--- src/rtl/bnk_pkg.sv ---
package bnk_pkg;
    localparam int MODE_W    = 5;
    localparam int IDX_W     = 4;
    localparam int NUM_GPR   = 15;
    localparam int NUM_BANKS = 6;
    localparam int NUM_SPS   = NUM_BANKS - 1;
    localparam int FIQ_LO    = 8;
    localparam int FIQ_CNT   = 5;
    localparam int BIDX_W    = $clog2(NUM_BANKS);
    localparam int PC_IDX    = NUM_GPR;
    localparam int SP_IDX    = 13;
    localparam int LR_IDX    = 14;

    typedef enum logic [MODE_W-1:0] {
        MODE_USR = 5'h10,
        MODE_FIQ = 5'h11,
        MODE_IRQ = 5'h12,
        MODE_SVC = 5'h13,
        MODE_ABT = 5'h17,
        MODE_UND = 5'h1B,
        MODE_SYS = 5'h1F
    } mode_e;

    localparam logic [BIDX_W-1:0] BANK_SHARED = 3'd0;
    localparam logic [BIDX_W-1:0] BANK_FIQ    = 3'd1;
    localparam logic [BIDX_W-1:0] BANK_IRQ    = 3'd2;
    localparam logic [BIDX_W-1:0] BANK_SVC    = 3'd3;
    localparam logic [BIDX_W-1:0] BANK_ABT    = 3'd4;
    localparam logic [BIDX_W-1:0] BANK_UND    = 3'd5;
endpackage

--- src/rtl/bnk_mode_map.sv ---
module bnk_mode_map
    import bnk_pkg::*;
(
    input  logic [MODE_W-1:0] mode_i,
    output logic              legal_o,
    output logic [BIDX_W-1:0] bank_o,
    output logic              has_sps_o,
    output logic              is_fiq_o
);
    always_comb begin
        legal_o = 1'b1;
        bank_o  = BANK_SHARED;
        case (mode_i)
            MODE_USR: bank_o = BANK_SHARED;
            MODE_SYS: bank_o = BANK_SHARED;
            MODE_FIQ: bank_o = BANK_FIQ;
            MODE_IRQ: bank_o = BANK_IRQ;
            MODE_SVC: bank_o = BANK_SVC;
            MODE_ABT: bank_o = BANK_ABT;
            MODE_UND: bank_o = BANK_UND;
            default: begin
                legal_o = 1'b0;
                bank_o  = BANK_SHARED;
            end
        endcase
        has_sps_o = legal_o && (bank_o != BANK_SHARED);
        is_fiq_o  = legal_o && (bank_o == BANK_FIQ);
    end
endmodule

--- src/rtl/bnk_read_mux.sv ---
module bnk_read_mux
    import bnk_pkg::*;
#(
    parameter int DATA_W = 32
) (
    input  logic [NUM_GPR-1:0][DATA_W-1:0] gpr_i,
    input  logic [DATA_W-1:0]              pc_i,
    input  logic [IDX_W-1:0]               idx_i,
    output logic [DATA_W-1:0]              data_o
);
    always_comb begin
        if (idx_i == IDX_W'(PC_IDX)) data_o = pc_i;
        else                         data_o = gpr_i[idx_i];
    end
endmodule

--- src/rtl/bnk_regfile.sv ---
module bnk_regfile
    import bnk_pkg::*;
#(
    parameter int DATA_W = 32
) (
    input  logic              clk,
    input  logic              rst_n,
    input  logic [3:0]        rd_a_idx_i,
    output logic [DATA_W-1:0] rd_a_data_o,
    input  logic [3:0]        rd_b_idx_i,
    output logic [DATA_W-1:0] rd_b_data_o,
    input  logic              wr_en_i,
    input  logic [3:0]        wr_idx_i,
    input  logic [DATA_W-1:0] wr_data_i,
    input  logic              chg_valid_i,
    input  logic [4:0]        chg_mode_i,
    input  logic [DATA_W-1:0] status_i,
    input  logic [DATA_W-1:0] ret_addr_i,
    output logic [4:0]        cur_mode_o,
    output logic [DATA_W-1:0] saved_status_o
);
    localparam int NUM_RD = 2;

    typedef struct packed {
        logic [MODE_W-1:0]                   mode;
        logic [NUM_GPR-1:0][DATA_W-1:0]      gpr;
        logic [DATA_W-1:0]                   pc;
        logic [NUM_BANKS-1:0][DATA_W-1:0]    sp_bank;
        logic [NUM_BANKS-1:0][DATA_W-1:0]    lr_bank;
        logic [FIQ_CNT-1:0][DATA_W-1:0]      hi_norm;
        logic [FIQ_CNT-1:0][DATA_W-1:0]      hi_fiq;
        logic [NUM_SPS-1:0][DATA_W-1:0]      sps;
    } rf_state_t;

    rf_state_t s_d, s_q;

    logic              cur_legal, cur_has_sps, cur_fiq;
    logic [BIDX_W-1:0] cur_bank;
    logic              new_legal, new_has_sps, new_fiq;
    logic [BIDX_W-1:0] new_bank;
    logic [BIDX_W-1:0] new_sps_idx, cur_sps_idx;
    logic              do_chg;

    bnk_mode_map u_cur_map (
        .mode_i    (s_q.mode),
        .legal_o   (cur_legal),
        .bank_o    (cur_bank),
        .has_sps_o (cur_has_sps),
        .is_fiq_o  (cur_fiq)
    );

    bnk_mode_map u_new_map (
        .mode_i    (chg_mode_i),
        .legal_o   (new_legal),
        .bank_o    (new_bank),
        .has_sps_o (new_has_sps),
        .is_fiq_o  (new_fiq)
    );

    assign do_chg      = chg_valid_i && new_legal;
    assign new_sps_idx = new_has_sps ? (new_bank - BIDX_W'(1)) : '0;
    assign cur_sps_idx = cur_has_sps ? (cur_bank - BIDX_W'(1)) : '0;

    // Next-state computation: bank swap first, then the port write
    always_comb begin
        s_d = s_q;
        if (do_chg) begin
            // park live stack/link of the outgoing mode
            s_d.sp_bank[cur_bank] = s_q.gpr[SP_IDX];
            s_d.lr_bank[cur_bank] = s_q.gpr[LR_IDX];
            if (cur_bank != new_bank) begin
                s_d.gpr[SP_IDX] = s_q.sp_bank[new_bank];
            end
            s_d.gpr[LR_IDX] = ret_addr_i;
            // high-register swap only across the fast-interrupt boundary
            if (new_fiq && !cur_fiq) begin
                for (int k = 0; k < FIQ_CNT; k++) begin
                    s_d.hi_norm[k]       = s_q.gpr[FIQ_LO + k];
                    s_d.gpr[FIQ_LO + k]  = s_q.hi_fiq[k];
                end
            end else if (cur_fiq && !new_fiq) begin
                for (int k = 0; k < FIQ_CNT; k++) begin
                    s_d.hi_fiq[k]        = s_q.gpr[FIQ_LO + k];
                    s_d.gpr[FIQ_LO + k]  = s_q.hi_norm[k];
                end
            end
            if (new_has_sps) begin
                s_d.sps[new_sps_idx] = status_i;
            end
            s_d.mode = chg_mode_i;
        end
        if (wr_en_i) begin
            if (wr_idx_i == IDX_W'(PC_IDX)) s_d.pc = wr_data_i;
            else                            s_d.gpr[wr_idx_i] = wr_data_i;
        end
    end

    always_ff @(posedge clk) begin
        if (!rst_n) begin
            s_q      <= '0;
            s_q.mode <= MODE_SVC;
        end else begin
            s_q <= s_d;
        end
    end

    // Read ports
    logic [NUM_RD-1:0][IDX_W-1:0]  rd_idx;
    logic [NUM_RD-1:0][DATA_W-1:0] rd_data;

    assign rd_idx[0]   = rd_a_idx_i;
    assign rd_idx[1]   = rd_b_idx_i;
    assign rd_a_data_o = rd_data[0];
    assign rd_b_data_o = rd_data[1];

    for (genvar p = 0; p < NUM_RD; p++) begin : g_rd
        bnk_read_mux #(.DATA_W(DATA_W)) u_mux (
            .gpr_i  (s_q.gpr),
            .pc_i   (s_q.pc),
            .idx_i  (rd_idx[p]),
            .data_o (rd_data[p])
        );
    end

    assign cur_mode_o     = s_q.mode;
    assign saved_status_o = cur_has_sps ? s_q.sps[cur_sps_idx] : '0;
endmodule

--- config.mk ---
export PLATFORM = sky130hd
export DESIGN_NAME = bnk_regfile
export DESIGN_NICKNAME = d
export VERILOG_FILES = /design/src/rtl/bnk_pkg.sv /design/src/rtl/bnk_mode_map.sv /design/src/rtl/bnk_read_mux.sv /design/src/rtl/bnk_regfile.sv
export SDC_FILE = /design/constraint.sdc
export NUM_CORES = 2
export LEC_CHECK = 0
export ABC_AREA = 1
export BUFFER_PORTS_ARGS = -buffer_cell sky130_fd_sc_hd__buf_2
export CAP_MARGIN = 5
export CELL_PAD_IN_SITES_DETAIL_PLACEMENT = 0
export CELL_PAD_IN_SITES_GLOBAL_PLACEMENT = 1
export CORE_MARGIN = 4
export CORE_UTILIZATION = 40
export CTS_BUF_LIST = sky130_fd_sc_hd__clkbuf_4
export CTS_CLUSTER_SIZE = 20
export DETAILED_ROUTE_END_ITERATION = 8
export PLACE_DENSITY = 0.79
export SETUP_SLACK_MARGIN = 0.1
export SLEW_MARGIN = 10
export SYNTH_ARGS = -nofsm -noshare
export SYNTH_HDL_FRONTEND = slang
export SYNTH_SLANG_ARGS = --single-unit
--- constraint.sdc ---
create_clock -name clk -period 11.8 [get_ports clk]
set_clock_uncertainty 0.2 [all_clocks]
set_input_delay 3.54 -clock clk [delete_from_list [all_inputs] [get_ports clk]]
set_output_delay 3.54 -clock clk [all_outputs]
set_load 0.05 [all_outputs]
==> run summary <==
core area: 0.142 mm^2
Final TNS setup: 0 ps
vias per cell: 5.88
fin. max-slew vios: 0
drt pass-1 iters: 7
via count: 61,500
die area: 0.149 mm^2
Static Leakage: 24.0 nW
Clk pwr share: 40.9%
vias in the first global route: 54,200
Synth Instances: 8,416
Inst Count DP: 9,867
register area: 0.0238 mm^2
Final GP Congestion: 0.980
fraction of registers with async set/reset: 0%
first-pass GRT wire length: 352 mm
DR iter-0 viols: 8,070
CTS H-tree lvls: 5
Worst slew margin: 17.2%
fin cells: 10,500
Rows: 138
critical path startpoint category: input port
final worst slack: 1640 ps
clock root buffer master: clkbuf_4
# hold bufs at CTS: 0
TritonCTS clock tree: done
worst hold path type: flip-flop to flip-flop
global route total overflow: 0
Max VDD drop: 0.112 mV
Final Cycle Share: 86.1%
boundary pin count: 218
post-synthesis sequential area ratio: 41.7%
fill count: 14,800
TritonCTS buffer count: 343
area of the multi-input gates: 0.0282 mm^2
worst reg2reg path startpoint: cur_mode_o[1]
max-cap violations: 0
crit-path max cell delay: 660 ps
Req. time, crit path: 8060 ps
CP max stage cell: o221ai_1
final hold vios: 0
crit-path max FO: 41
Post-CTS Resized: 0
Clock Latency Late Sink: 1280 ps
top post-synthesis cells by area: dfxtp_1 (42%), o21ai_0 (10%), a21oi_1 (9.7%), nand3_1 (8.0%), nand2_1 (7.5%)
Sw Ratio: 31.2%
Reg power frac: 45.1%
final antenna-violating net count: 0
CP Capture Type: output port
DPL Wire Length: 142 mm
count leader, synth: dfxtp_1
Reg2Reg Setup Slack: 6360 ps
clock-pin slew on the worst setup and hold paths: 50 ps
Starting Density: 40.3%
syn avg cell area: 6.78 um^2
wire per inst: 22.8 um
unrepaired setup endpoints after global routing: false
Area Overhead vs Synth: 9.99%
drt drc: 0
initial antenna violation count: 37
library cells used by synthesis: 37
Die H: 386 um
Setup Buffers After CTS: 0
cell taking the most area after synthesis: dfxtp_1
Synth Warn #: 0
type of the worst setup path: input port to output port
clock buffer depth: 4
largest net degree at the start of global routing: 228
outcome: completed
Comb pwr share: 14.0%
Post-synth EDFFs: 0
Most used DFF post-synth: dfxtp_1
cell mode on critical path: buf_4
IO buf count: 217
min Tclk post-route: 10,160 ps
CP startpoint: rd_b_idx_i[1]
Global Route Usage Sum: 30.6%
Worst-Margin Slew: 1240 ps
Final setup viols: 0
pwr/cell area: 147 mW/mm^2
Yosys top cell area share: 41.7%
Netlist Area Pre-Place: 0.0571 mm^2
share of layout cells above drive strength 1: 10.7%
Setup WS pre-CTS: 1820 ps
cells along the critical path: buf_4, nand2_2, buf_4, inv_2, buf_4, a22oi_1, nand2_1, o21ai_0, o221ai_1, buf_2
Util after Layout: 44.3%
flops & latches, synth: 1,189
f_max: 0.0984 GHz
most instantiated cells after synthesis: dfxtp_1 (1,189), o21ai_0 (1,178), nand2_1 (1,145)
Post-Syn Nets: 8,539
Sink Count: 1,189
P_sw: 2.87 mW
DRT Wirelength: 238 mm
Nets: 8,445
hold_sp: s_q[773]
cell internal pwr: 6.33 mW
CP arrival: 6420 ps
Chip Width: 386 um
[final timing paths]
kind              cells after the start             end
setup / recovery                     10  rd_b_data_o[1]
hold / removal                        2        s_q[773]
setup reg to reg                     11        s_q[230]
hold reg to reg                       2        s_q[773]
[logic make-up after synthesis]
kind of cell	synth area share (%)
simple gates	24.7
compound gates	24.1
buf+inv	9.37
flops	41.7
fa+ha+maj	0.132
xor+xnor	0.0153
[routing by layer]
| layer | vias to the layer above | global-route usage, % | wire length (um) |
|---|---|---|---|
| met3 | 615 | 8.90 | 28200 |
| li1 | 28500 | - | - |
| met2 | 3597 | 44.3 | 100000 |
| met1 | 28700 | 41.9 | 99100 |
| met4 | 20 | 13.8 | 10200 |
| met5 | - | 0 | 161 |
[cell usage in the layout, fill, tap and decap left out, drive strengths merged, types with 6 or more instances in the layout]
| master | synthesis | routed |
|---|---|---|
| dfxtp | 1189 | 1189 |
| nand3 | 915 | 915 |
| nor3 | 8 | 8 |
| buf | 254 | 327 |
| a21boi | 7 | 7 |
| ha | 6 | 6 |
| nand2 | 1149 | 1149 |
| nand4 | 211 | 211 |
| a221oi | 21 | 21 |
| clkbuf | 512 | 492 |
| inv | 549 | 557 |
| o21ai | 1204 | 1204 |
| a21oi | 1106 | 1106 |
| diode | 0 | 27 |
| o221ai | 76 | 76 |
| o2111ai | 30 | 30 |
| o211ai | 74 | 74 |
| a22oi | 37 | 37 |
| nor2 | 995 | 995 |
| a31oi | 23 | 23 |
| clkinv | 36 | 92 |
[per-stage QoR]
step / total power, mW / hold WS, ps / cell area, um^2
final: 9.20 / 245 / 62800
after global routing: 9.57 / 258 / 62800
after CTS: 9.24 / 246 / 62700
after detailed placement: 5.49 / 236 / 58700
after global placement: 5.49 / 233 / 58700
after floorplan: 5.03 / 224 / 57100
[state kept, by name, indices dropped and copies added, names as in the netlist]
register    cells
s_q          1184
cur_mode_o      5
[power groups by stage]
stage               clock [mW]  sequential [mW]  combinational, mW
detailed placement           0             4.23               1.26
CTS                       3.83             4.15               1.26
global route              4.06             4.15               1.37
finish                    3.76             4.15               1.29
floorplan                    0             4.21              0.828
global placement             0             4.23               1.25
[worst max-delay path: cells and delay by family]
| kind | cells | cell delay [ps] |
|---|---|---|
| AO/OA/AOI/OAI | 3 | 920 |
| AND/OR/NAND/NOR | 2 | 200 |
| buffers and inverters | 5 | 1710 |
[cell type report]
cell class / count / share of cell area (%)
timing repair buffer: 327 / 3.33
tap: 1890 / 3.77
multi-input combinational: 5876 / 44.9
inverter: 585 / 3.55
clock inverter: 68 / 0.550
sequential: 1189 / 37.9
antenna: 27 / 0.108
clock buffer: 492 / 5.88
Power figures use the tool's default switching activity.
